==> src/rtl/sertx_pkg.sv <==
// Package: shared mode type for the serializer.
// Assumes: mode encoding matches the mode_ddr pin (1 = double-rate).
package sertx_pkg;
    typedef enum logic {
        MODE_TEN = 1'b0,
        MODE_DDR = 1'b1
    } tx_mode_e;
endpackage

==> src/rtl/sertx_bit_timer.sv <==
// Module: sertx_bit_timer
// Counts bit slots within a word period and derives the reference clock
// plus the boundary (rising edge) and middle (falling edge) strobes.
// Assumes WORD_W is even and at least 4.
module sertx_bit_timer #(
    parameter int WORD_W = 10
) (
    input  logic clk,
    input  logic rst_n,
    input  logic bit_en,
    output logic wrap_stb,
    output logic mid_stb,
    output logic ref_clk
);
    localparam int CNT_W  = $clog2(WORD_W);
    localparam int HALF_W = WORD_W / 2;

    logic [CNT_W-1:0] slot_cnt;

    // Strobes fire on the enabled slot that ends a word or its first half.
    assign wrap_stb = bit_en && (slot_cnt == CNT_W'(WORD_W - 1));
    assign mid_stb  = bit_en && (slot_cnt == CNT_W'(HALF_W - 1));

    // Slot counter: advances once per enabled bit slot.
    always_ff @(posedge clk) begin
        if (!rst_n) begin
            slot_cnt <= '0;
        end else if (bit_en) begin
            slot_cnt <= wrap_stb ? '0 : slot_cnt + 1'b1;
        end
    end

    // Reference clock: high for the first half of each word period.
    always_ff @(posedge clk) begin
        if (!rst_n) begin
            ref_clk <= 1'b1;
        end else if (wrap_stb) begin
            ref_clk <= 1'b1;
        end else if (mid_stb) begin
            ref_clk <= 1'b0;
        end
    end
endmodule

==> src/rtl/sertx_capture.sv <==
// Module: sertx_capture
// Captures a transmit word: whole word at the boundary in ten-bit mode,
// or two half words (boundary then middle) in double-rate mode.
// Assumes mode is stable outside reset.
module sertx_capture
    import sertx_pkg::*;
#(
    parameter int WORD_W = 10
) (
    input  logic              clk,
    input  logic              rst_n,
    input  tx_mode_e          mode,
    input  logic              wrap_stb,
    input  logic              mid_stb,
    input  logic [WORD_W-1:0] tx_data,
    output logic [WORD_W-1:0] word,
    output logic              word_vld
);
    localparam int HALF_W = WORD_W / 2;

    logic [HALF_W-1:0] lo_half;
    logic              lo_vld;

    // Low half register: rising-edge sample for double-rate mode.
    always_ff @(posedge clk) begin
        if (!rst_n) begin
            lo_half <= '0;
            lo_vld  <= 1'b0;
        end else if (wrap_stb && mode == MODE_DDR) begin
            lo_half <= tx_data[HALF_W-1:0];
            lo_vld  <= 1'b1;
        end
    end

    // Word register: assembled word and its validity.
    always_ff @(posedge clk) begin
        if (!rst_n) begin
            word     <= '0;
            word_vld <= 1'b0;
        end else if (mode == MODE_TEN) begin
            if (wrap_stb) begin
                word     <= tx_data;
                word_vld <= 1'b1;
            end
        end else if (mid_stb) begin
            word     <= {tx_data[HALF_W-1:0], lo_half};
            word_vld <= lo_vld;
        end
    end
endmodule

==> src/rtl/sertx_pipe.sv <==
// Module: sertx_pipe
// Delays the captured word by one extra word period in double-rate mode,
// giving each mode its fixed latency. Ten-bit mode passes straight through.
module sertx_pipe
    import sertx_pkg::*;
#(
    parameter int WORD_W = 10
) (
    input  logic              clk,
    input  logic              rst_n,
    input  tx_mode_e          mode,
    input  logic              wrap_stb,
    input  logic [WORD_W-1:0] in_word,
    input  logic              in_vld,
    output logic [WORD_W-1:0] out_word,
    output logic              out_vld
);
    logic [WORD_W-1:0] hold_word;
    logic              hold_vld;

    // Hold stage: takes the assembled word at each boundary.
    always_ff @(posedge clk) begin
        if (!rst_n) begin
            hold_word <= '0;
            hold_vld  <= 1'b0;
        end else if (wrap_stb) begin
            hold_word <= in_word;
            hold_vld  <= in_vld;
        end
    end

    // Mode mux: pick the path length for the selected mode.
    always_comb begin
        if (mode == MODE_DDR) begin
            out_word = hold_word;
            out_vld  = hold_vld;
        end else begin
            out_word = in_word;
            out_vld  = in_vld;
        end
    end
endmodule

==> src/rtl/sertx_shifter.sv <==
// Module: sertx_shifter
// Loads a word at each boundary and shifts it out LSB first, one bit per
// enabled slot. Loads zero when no valid word is available.
module sertx_shifter #(
    parameter int WORD_W = 10
) (
    input  logic              clk,
    input  logic              rst_n,
    input  logic              bit_en,
    input  logic              load,
    input  logic [WORD_W-1:0] word,
    input  logic              word_vld,
    output logic              ser_out
);
    logic [WORD_W-1:0] shreg;

    // Shift register: load on boundary, shift right otherwise.
    always_ff @(posedge clk) begin
        if (!rst_n) begin
            shreg <= '0;
        end else if (bit_en) begin
            if (load) begin
                shreg <= word_vld ? word : '0;
            end else begin
                shreg <= {1'b0, shreg[WORD_W-1:1]};
            end
        end
    end

    assign ser_out = shreg[0];
endmodule

==> src/rtl/sertx_top.sv <==
// Module: sertx_top
// Dual-mode parallel-to-serial transmitter. Latches the capture mode
// during reset, times word periods from bit enables, captures words,
// and serializes them with a fixed per-mode latency.
// Assumes ten bit enables per reference period (WORD_W = 10 default).
module sertx_top
    import sertx_pkg::*;
#(
    parameter int WORD_W = 10
) (
    input  logic              clk,
    input  logic              rst_n,
    input  logic              bit_en,
    input  logic              mode_ddr,
    input  logic [WORD_W-1:0] tx_data,
    output logic              ref_clk,
    output logic              ser_out
);
    tx_mode_e          mode_q;
    logic              wrap_stb;
    logic              mid_stb;
    logic [WORD_W-1:0] cap_word;
    logic              cap_vld;
    logic [WORD_W-1:0] pipe_word;
    logic              pipe_vld;

    // Mode latch: follows the pin only while reset is held.
    always_ff @(posedge clk) begin
        if (!rst_n) begin
            mode_q <= tx_mode_e'(mode_ddr);
        end
    end

    sertx_bit_timer #(.WORD_W(WORD_W)) i_timer (
        .clk      (clk),
        .rst_n    (rst_n),
        .bit_en   (bit_en),
        .wrap_stb (wrap_stb),
        .mid_stb  (mid_stb),
        .ref_clk  (ref_clk)
    );

    sertx_capture #(.WORD_W(WORD_W)) i_capture (
        .clk      (clk),
        .rst_n    (rst_n),
        .mode     (mode_q),
        .wrap_stb (wrap_stb),
        .mid_stb  (mid_stb),
        .tx_data  (tx_data),
        .word     (cap_word),
        .word_vld (cap_vld)
    );

    sertx_pipe #(.WORD_W(WORD_W)) i_pipe (
        .clk      (clk),
        .rst_n    (rst_n),
        .mode     (mode_q),
        .wrap_stb (wrap_stb),
        .in_word  (cap_word),
        .in_vld   (cap_vld),
        .out_word (pipe_word),
        .out_vld  (pipe_vld)
    );

    sertx_shifter #(.WORD_W(WORD_W)) i_shifter (
        .clk      (clk),
        .rst_n    (rst_n),
        .bit_en   (bit_en),
        .load     (wrap_stb),
        .word     (pipe_word),
        .word_vld (pipe_vld),
        .ser_out  (ser_out)
    );
endmodule

==> config.mk <==
export PLATFORM = sky130hd
export DESIGN_NAME = sertx_top
export DESIGN_NICKNAME = d
export VERILOG_FILES = /design/src/rtl/sertx_pkg.sv /design/src/rtl/sertx_bit_timer.sv /design/src/rtl/sertx_capture.sv /design/src/rtl/sertx_pipe.sv /design/src/rtl/sertx_shifter.sv /design/src/rtl/sertx_top.sv
export SDC_FILE = /design/constraint.sdc
export NUM_CORES = 1
export LEC_CHECK = 0
export CAP_MARGIN = 20
export CORE_MARGIN = 2
export CORE_UTILIZATION = 45
export CTS_BUF_LIST = sky130_fd_sc_hd__clkbuf_8
export CTS_CLUSTER_DIAMETER = 60
export DETAILED_ROUTE_END_ITERATION = 7
export DONT_BUFFER_PORTS = 1
export PLACE_DENSITY_LB_ADDON = 0.25
export REMOVE_ABC_BUFFERS = 1
export SETUP_SLACK_MARGIN = 0.1
export SKIP_CTS_REPAIR_TIMING = 1
export SLEW_MARGIN = 25
export SYNTH_ARGS = -nofsm -noshare
export SYNTH_HDL_FRONTEND = slang
export SYNTH_SLANG_ARGS = --single-unit
==> constraint.sdc <==
create_clock -name clk -period 1.6 [get_ports clk]
set_input_delay 0.24 -clock clk [delete_from_list [all_inputs] [get_ports clk]]
set_output_delay 0.24 -clock clk [all_outputs]
set_load 0.05 [all_outputs]
Yosys cells after proc, flatten, opt, wreduce, memory -nomap -nowiden
Index checks and enable logic that the tools add are counted.
{ "classes": {"n_reduce_logical": 6, "eq_ne": 3, "n_mux": 11, "n_addsub": 1, "bitwise": 1} }
{ "op_table": {"columns": ["op", "n"], "rows": [
  ["2-to-1 mux 10 bit", 6],
  ["adder 4 x 1 -> 4 bit (second input constant)", 1],
  ["== test 4 x 3 -> 1 bit (second input constant)", 1],
  ["== test 4 bit (second input constant)", 1],
  ["2-to-1 mux 1 bit", 4],
  ["2-to-1 mux 4 bit", 1],
  ["logical AND 1 bit", 3],
  ["!= test 2 x 1 -> 1 bit (second input constant)", 1],
  ["AND reduction 2 bit", 1],
  ["nonzero test 2 bit", 1],
  ["OR reduction 2 bit", 1],
  ["NOT 1 bit", 1]
]} }
{ "word_totals": {"input_bits": 14, "regBits": 44, "out_inout_bits": 2, "wordCells": 32} }

Longest topological paths before layout
Gate-level depths: netlist of run 1.
{ "logic_depth": {"word_depth": 4, "mapped_depth": 7, "ltp_nobuf": 5} }

Cells and area by module
A second synthesis of run 1 with hierarchy kept.
{ "unflattened": {"hier_cells": 204, "area_unflattened_um2": 2080.7} }
{ "by_module_without_submodules": {"columns": ["mod", "instances", "cells_each", "area_per_inst_um2", "seq_area_each_um2"], "rows": [
  ["sertx_capture", 1, 74, 750.7, 340.3],
  ["sertx_pipe", 1, 47, 549.3, 220.2],
  ["sertx_shifter", 1, 54, 498.0, 200.2],
  ["sertx_bit_timer", 1, 27, 249.0, 100.1],
  ["sertx_top", 1, 2, 33.8, 30.0]
]} }

Least setup slack after synthesis of run 1
OpenSTA, ideal clock, no wires.
{ "synth_timing": {"path_kind": "flip-flop to flip-flop", "startpoint": "register i_timer.slot_cnt[1]", "endpoint": "register i_capture.lo_vld", "required_ns": 1.472, "stages_incl_launch_ff": 8, "arrival_ns": 1.215, "slack_ns": 0.257, "path_cell_list": "dfxtp_1 -> inv_1 -> ha_1 -> and4b_1 -> buf_6 -> buf_8 -> a21oi_1 -> nor2_1"} }
{ "synth_via": {"elab_chain_cells": 3} }
{ "synth_rtl": {"columns": ["item", "line", "text"], "rows": [
  ["start, declared", "sertx_bit_timer.sv:18", "logic [CNT_W-1:0] slot_cnt;"],
  ["start signal, assigned", "sertx_bit_timer.sv:29", "slot_cnt <= wrap_stb ? '0 : slot_cnt + 1'b1;"],
  ["== test 4 bit", "sertx_bit_timer.sv:21", "assign wrap_stb = bit_en && (slot_cnt == CNT_W'(WORD_W - 1));"],
  ["logical AND 1 bit", "sertx_bit_timer.sv:21", null],
  ["logical AND 1 bit", "sertx_capture.sv:29", "end else if (wrap_stb && mode == MODE_DDR) begin"],
  ["end signal, assigned", "sertx_capture.sv:28", "lo_vld <= 1'b0;"],
  ["end signal, assigned", "sertx_capture.sv:31", "lo_vld <= 1'b1;"],
  ["end, declared", "sertx_capture.sv:22", "logic lo_vld;"]
]} }
No other way between the ends.
A chain may end at the register's enable or synchronous reset.

Worst setup path in the final report of run 1
{ "layout_timing": {"startpoint": "register i_timer.slot_cnt[0]", "endpoint": "register i_capture.word[4]"} }
{ "layout_via": {"elab_chain_cells": 4} }
{ "layout_rtl": {"columns": ["item", "line", "text"], "rows": [
  ["== test 4 x 3 -> 1 bit or == test 4 bit (tied branches)", "sertx_bit_timer.sv:22, sertx_bit_timer.sv:21", null],
  ["logical AND 1 bit (on tied branches)", "sertx_bit_timer.sv:22, sertx_bit_timer.sv:21", null],
  ["!= test 2 x 1 -> 1 bit (no line) or nonzero test 2 bit (tied branches)", null, null],
  ["AND reduction 2 bit (no line) (*)", null, null],
  ["end signal, assigned", "sertx_capture.sv:42", "word <= tx_data;"],
  ["end signal, assigned", "sertx_capture.sv:46", "word <= {tx_data[HALF_W-1:0], lo_half};"],
  ["end, declared", "sertx_capture.sv:16", "output logic [WORD_W-1:0] word,"]
]} }
Mark *: on every way between the ends. The rest lies on a longest branch, timed or not.

==> results of run 1 <==
==> kinds of logic after synthesis <==
| group | Yosys count | share of synthesized area (%) |
|---|---|---|
| simple gates | 74 | 18.8 |
| compound gates | 66 | 21.8 |
| flops | 44 | 44.3 |
| buf+inv | 24 | 6.97 |
| mux | 10 | 4.98 |
| xor+xnor | 3 | 1.31 |
| fa+ha+maj | 3 | 1.87 |
==> path summary, 6_finish.rpt <==
check,depth (start not counted),end,slack (ps)
max reg2reg,7,i_capture.word[4]$_SDFFE_PN0P_,190
min reg2reg,2,i_pipe.hold_word[8]$_SDFFE_PN0P_,460
max,7,i_capture.word[4]$_SDFFE_PN0P_,190
min,0,mode_q$_DFFE_PN_,30
==> synthesized netlist by cell type (2+ instances only) <==
cell | instances | share of area [%]
sky130_fd_sc_hd__dfxtp_1 | 43 | 43
sky130_fd_sc_hd__nand2_1 | 37 | 6.9
sky130_fd_sc_hd__a21oi_1 | 19 | 4.7
sky130_fd_sc_hd__nand3_1 | 15 | 3.7
sky130_fd_sc_hd__o21ai_0 | 15 | 3.7
sky130_fd_sc_hd__mux2i_1 | 10 | 5.0
sky130_fd_sc_hd__o21a_1 | 10 | 3.7
sky130_fd_sc_hd__o221a_1 | 10 | 5.6
sky130_fd_sc_hd__a31oi_1 | 9 | 2.8
sky130_fd_sc_hd__nand3b_1 | 9 | 3.4
sky130_fd_sc_hd__clkbuf_1 | 7 | 1.3
sky130_fd_sc_hd__buf_4 | 5 | 1.9
sky130_fd_sc_hd__inv_1 | 5 | 0.93
sky130_fd_sc_hd__buf_2 | 4 | 1.0
sky130_fd_sc_hd__nor2_1 | 4 | 0.75
sky130_fd_sc_hd__ha_1 | 3 | 1.9
sky130_fd_sc_hd__buf_6 | 2 | 1.1
sky130_fd_sc_hd__nand4b_1 | 2 | 0.87
sky130_fd_sc_hd__xor2_1 | 2 | 0.87
==> power groups by stage <==
stage / logic [mW] / clock network (mW) / registers, mW
3_5_place_dp: 0.148 / 0 / 1.16
3_3_place_gp: 0.147 / 0 / 1.16
2_1_floorplan: 0.0899 / 0 / 1.18
4_1_cts: 0.148 / 0.859 / 1.14
5_1_grt: 0.191 / 0.905 / 1.14
6_report: 0.169 / 0.841 / 1.14
==> cell type report <==
cell class,instances,area [um2]
Fill cell,428,2090
Multi-Input combinational cell,157,1060
Sequential cell,44,892
Timing Repair Buffer,10,91.3
Clock buffer,5,68.8
Tap cell,52,65.1
Clock inverter,3,42.5
Inverter,5,18.8
==> stage by stage <==
step	utilization, %	setup WS (ps)	instance area (um2)
floorplan	-	-230	1890
global placement	46.9	66.4	2030
detailed placement	46.9	51.1	2030
CTS	49.5	48.0	2140
global route	51.8	106	2240
finish	51.8	188	2240
==> worst max-delay path: cells and delay by family (launching register included) <==
family,cells,cell delay (ps)
flops,1,320
fa+ha+maj,1,120
simple gates,1,120
compound gates,2,430
buf+inv,3,360
==> state kept, by name (all words and copies together), names as in the netlist <==
| name | count |
|---|---|
| i_timer.slot_cnt | 4 |
| i_capture.word_vld | 1 |
| i_capture.lo_half | 5 |
| i_timer.ref_clk | 1 |
| i_pipe.hold_vld | 1 |
| i_pipe.hold_word | 10 |
| i_shifter.shreg | 10 |
| i_capture.word | 10 |
| mode_q | 1 |
| i_capture.lo_vld | 1 |
==> per-layer routing <==
| layer | vias up | wire (um) | track usage, % |
|---|---|---|---|
| met5 | - | 0 | 0 |
| met4 | 0 | 57 | 5.66 |
| met3 | 5 | 160 | 5.27 |
| met2 | 26 | 1960 | 28.3 |
| met1 | 710 | 1930 | 23.8 |
| li1 | 804 | - | - |
==> flow_summary.toml, run 1 <==
[logic_synthesis]
post_synth.cell_area_avg_um2 = 8.98
synth.distinct_cells = 32
ys_seq_area_share_pct = 44.3
ys_seq_elements = 44
yosys_warnings = 0
postSynth.topFlopCell = "sky130_fd_sc_hd__dfxtp_1"
ys_async_sr_fraction_pct = 0
synth_cells = 224
synth_enable_flop_cells = 1
syn_area_um2 = 2010

[grt]
grt_pass1_vias = 1500
grt_antenna_before_repair = 0
grt_start_max_net_pins = 29
global_route.overflow_total = 0
grt_first_pass_wirelength_mm = 7.10
grt_usage_pct = 17.9

[power_and_ir_drop]
p_sw_mw = 0.486
vdd_drop_max_mv = 0.578
seq_power_share_pct = 53.0
totalPowerFinal_mw = 2.15
power.internal_mw = 1.66
power_density_nw_per_um2 = 959
comb_power_share_pct = 7.9
share_clk_of_total_power_pct = 39.1
power_switching_share_pct = 22.6
static_leakage_nw = 0.784

[sta]
slew_violations = 0
final-hold-violation-count = 0
setup_viol_count_final = 0
worst-slew-pin-transition_ps = 506
max_clock_freq_mhz = 708
fin_crit_sh_pct = 88.3
setup_tns_ps = 0
timing.hold.ws_ps = 34.5
fin_crit_ps = 1410
relSlewSlack_pct = 66.2
unrepaired_setup_endpoints_after_global_routing = "no"
final.setup_skew_ps = 10.6

[detailed_routing]
detail-route-antenna-nets = 0
drt-vias-per-instance = 5.60
route.detailed.drc = 0
totalWireLength_mm = 4.11
detail_route.iter0.violations = 78
detail_route.wl_per_cell_um = 14.9
dr_total_vias = 1545
detailedRoute.firstPassIterationCount = 4

[outcome]
outcome = "finished clean"

[hold_path]
holdCritPathClass = "in -> reg"
min-delay-start = "mode_ddr"

[floorplanning]
die_area_um2 = 5020
io_pins = 16
start_util_pct = 46.5
die_width_um = 70.9
core_area_um2 = 4320
core.rowCount = 24
dieHeight_um = 70.9

[clock_network]
clock_sinks = 44
clk_pin_slew_ps = 80
worst_skew_pair.late_latency_ps = 300
cts_made_buffers = 5
clock_tree.buffer_depth = 2
tritoncts_clock_tree = "done"
cts-root-buf = "sky130_fd_sc_hd__clkbuf_8"
cts.htree.levels = 2

[critical_path]
worst_path_largest_cell_delay_ps = 320
critical_path.cell_chain = "buf_4 > inv_2 > ha_4 > nand4b_1 > buf_6 > a21oi_4 > o221a_1"
critPathLaunch = "i_timer.slot_cnt[0]$_SDFFE_PN0P_"
r2r_start = "i_timer.slot_cnt[0]$_SDFFE_PN0P_"
critical_path_required_ps = 1840
timing.critical_path.fanout_max = 6
crit_slowest_cell = "sky130_fd_sc_hd__dfxtp_2"
cp_data_arrival_time_ps = 1650
end_kind = "flip-flop"
startpoint_types = "flip-flop"
timing_worst_setup_path_type = "reg -> reg"

[place]
dp_cells = 265
buffer_ports.inserted = 0
dp.final_hpwl_mm = 2.74
gp_congestion = 0.795

[job]
maxCapViolations = 0

[finish]
drive_above_1_share_pct = 12.9
layout.cells.non_filler = 276
antenna-diode-count = 0
layout_common_cells = "42 x sky130_fd_sc_hd__dfxtp_1, 36 x sky130_fd_sc_hd__nand2_1, 19 x sky130_fd_sc_hd__a21oi_1, 15 x sky130_fd_sc_hd__nand3_1, 14 x sky130_fd_sc_hd__o21ai_0"
num-nets-final = 240
flow.area_growth_from_synthesis_pct = 11.3
mostFrequentLayoutCell = "sky130_fd_sc_hd__dfxtp_1"
(Power assumes the default switching activity.)
==> run 2: changes to the inputs <==
--- a/config.mk
+++ b/config.mk
@@ -5,6 +5,7 @@
 export SDC_FILE = /design/constraint.sdc
 export NUM_CORES = 1
 export LEC_CHECK = 0
+export ABC_AREA = 1
 export CAP_MARGIN = 20
 export CORE_MARGIN = 2
 export CORE_UTILIZATION = 45
==> run 2 against run 1 <==
Via count increased by 17%. Worst hold slack worse by 14 ps. Clock skew down 7.4 ps. Non-clock buffer count fell by 4. Sequential power about the same.
==> flow_summary.toml, run 2 <==
[place]
buffer_ports.inserted = 0
dp_cells = 346
gp_congestion = 0.778
placement.setup.worst_slack_ps = 45.3
dp.final_hpwl_mm = 2.82
dpl_cell_area_um2 = 2100

[finish]
num-nets-final = 320
flow.area_growth_from_synthesis_pct = 7.10
fillCellCount = 455
layout_common_cells = "60 x sky130_fd_sc_hd__nand2_1, 50 x sky130_fd_sc_hd__o21ai_0, 44 x sky130_fd_sc_hd__nor2_1, 42 x sky130_fd_sc_hd__dfxtp_1, 33 x sky130_fd_sc_hd__inv_1"
register_area_um2 = 892
mostFrequentLayoutCell = "sky130_fd_sc_hd__nand2_1"
final_design_area_no_fill_um2 = 2240
layout.core_utilization_pct = 50.9
antenna-diode-count = 0
drive_above_1_share_pct = 10.9
biggestRegsByFlops = "i_capture.word: 10 flops, i_pipe.hold_word: 10 flops, i_shifter.shreg: 10 flops"
layout.cells.non_filler = 356
multi_input_area_um2 = 1010

[detailed_routing]
drt-vias-per-instance = 5.08
route.detailed.drc = 0
dr_total_vias = 1810
detail_route.iter0.violations = 128
detail-route-antenna-nets = 0
detail_route.wl_per_cell_um = 12.2
totalWireLength_mm = 4.34
detailedRoute.firstPassIterationCount = 4

[power_and_ir_drop]
vdd_drop_max_mv = 0.468
totalPowerFinal_mw = 1.99
static_leakage_nw = 0.952
power_density_nw_per_um2 = 888

[outcome]
outcome = "finished clean"

[logic_synthesis]
post_synth.cell_area_avg_um2 = 6.83
yosysTopAreaCellShare_pct = 41.1
ys_async_sr_fraction_pct = 0
ys_seq_elements = 44
postSynth.topFlopCell = "sky130_fd_sc_hd__dfxtp_1"
synth_enable_flop_cells = 1
largest_cells_by_area_after_synthesis = "sky130_fd_sc_hd__dfxtp_1 41%, sky130_fd_sc_hd__o21ai_0 12%, sky130_fd_sc_hd__nand2_1 11%"
yosys_warnings = 0
synth_cells = 307
ys_seq_area_share_pct = 42.5
syn_area_um2 = 2100
synth.distinct_cells = 25
synth_area_leader_cell = "sky130_fd_sc_hd__dfxtp_1"
yosys.cell_count.top_type = "sky130_fd_sc_hd__nand2_1"
synth.top_cells.by_count = "60 x sky130_fd_sc_hd__nand2_1, 50 x sky130_fd_sc_hd__o21ai_0, 46 x sky130_fd_sc_hd__nor2_1, 43 x sky130_fd_sc_hd__dfxtp_1, 32 x sky130_fd_sc_hd__inv_1"

[critical_path]
cp_data_arrival_time_ps = 1580
critical_path_required_ps = 1790
timing.critical_path.fanout_max = 10
end_kind = "flip-flop"
critical_path.cell_chain = "inv_1 > ha_1 > inv_1 > nor2_2 > nand2_1 > nand2_1 > nand2_4 > nor2_1 > nor2_1"
crit_slowest_cell = "sky130_fd_sc_hd__dfxtp_2"
worst_path_largest_cell_delay_ps = 350
startpoint_types = "flip-flop"
timing_worst_setup_path_type = "reg -> reg"

[clock_network]
cts.htree.levels = 2
clock_sinks = 44
cts-root-buf = "sky130_fd_sc_hd__clkbuf_8"
cts_made_buffers = 5
clk_pin_slew_ps = 80
tritoncts_clock_tree = "done"
clock_tree.buffer_depth = 2
worst_skew_pair.late_latency_ps = 300

[hold_path]
holdCritPathClass = "in -> reg"

[floorplanning]
dieHeight_um = 72.2
io_pins = 16
start_util_pct = 47.5
die_area_um2 = 5220
core.rowCount = 24
die_width_um = 72.2
core_area_um2 = 4410

[sta]
unrepaired_setup_endpoints_after_global_routing = "no"
final-hold-violation-count = 0
timing.hold.ws_ps = 20.9
fin_crit_sh_pct = 86.8
fin_crit_ps = 1390
relSlewSlack_pct = 64.9
setup_viol_count_final = 0
slew_violations = 0
setup_tns_ps = 0
worst_slack_ps = 211
final.setup_skew_ps = 3.22
worst-slew-pin-transition_ps = 527
max_clock_freq_mhz = 720

[grt]
grt_start_max_net_pins = 41
grt_usage_pct = 17.8
grt_antenna_before_repair = 0
grt_first_pass_wirelength_mm = 7.23
grt_pass1_vias = 1599
global_route.overflow_total = 0

[job]
maxCapViolations = 0
## run 2: critical path, delay by kind of cell, from the launching register on
family	cells	cell delay, ps
and+or+nand+nor	6	690
DFF	1	350
adders and majority gates	1	140
buffers and inverters	2	110
## run 2: worst paths after layout
| check | slack [ps] | cells after the start | end | start |
|---|---|---|---|---|
| worst max-delay path | 210 | 9 | i_capture.word[5]$_SDFFE_PN0P_ | i_timer.slot_cnt[0]$_SDFFE_PN0P_ |
| worst min-delay path | 20 | 1 | i_timer.ref_clk$_SDFFE_PP1P_ | rst_n |
| worst max register to register | 210 | 9 | i_capture.word[5]$_SDFFE_PN0P_ | i_timer.slot_cnt[0]$_SDFFE_PN0P_ |
| worst min register to register | 470 | 2 | i_shifter.shreg[9]$_SDFFE_PN0P_ | i_shifter.shreg[9]$_SDFFE_PN0P_ |
## run 2: cell type report
type / instances / area share [%]
Multi-Input combinational cell: 210 / 45.1
Clock buffer: 6 / 3.68
Timing Repair Buffer: 6 / 2.01
Tap cell: 52 / 2.90
Clock inverter: 2 / 0.334
Inverter: 36 / 6.24
Sequential cell: 44 / 39.7
## run 2: where the power goes
group	internal, mW	switching (mW)	total [mW]
registers	1.12	0.0128	1.13
logic	0.0462	0.0972	0.143
clock network	0.340	0.377	0.717
## run 2: kinds of logic after synthesis
group                      synth area share [%]
AOI/OAI and AO/OA                          15.6
xor gates and xnor gates                  0.418
adders and majority gates                  1.79
buffers and inverters                      10.7
DFF                                        42.5
and+or+nand+nor                            29.0
## run 2: layer usage
metal	global-route usage, %	up-vias	part of all wire, %
met5	0	-	0
li1	-	957	-
met1	23.7	794	49
met2	27.3	51	43
met4	7.76	0	2.3
met3	4.58	8	5.1
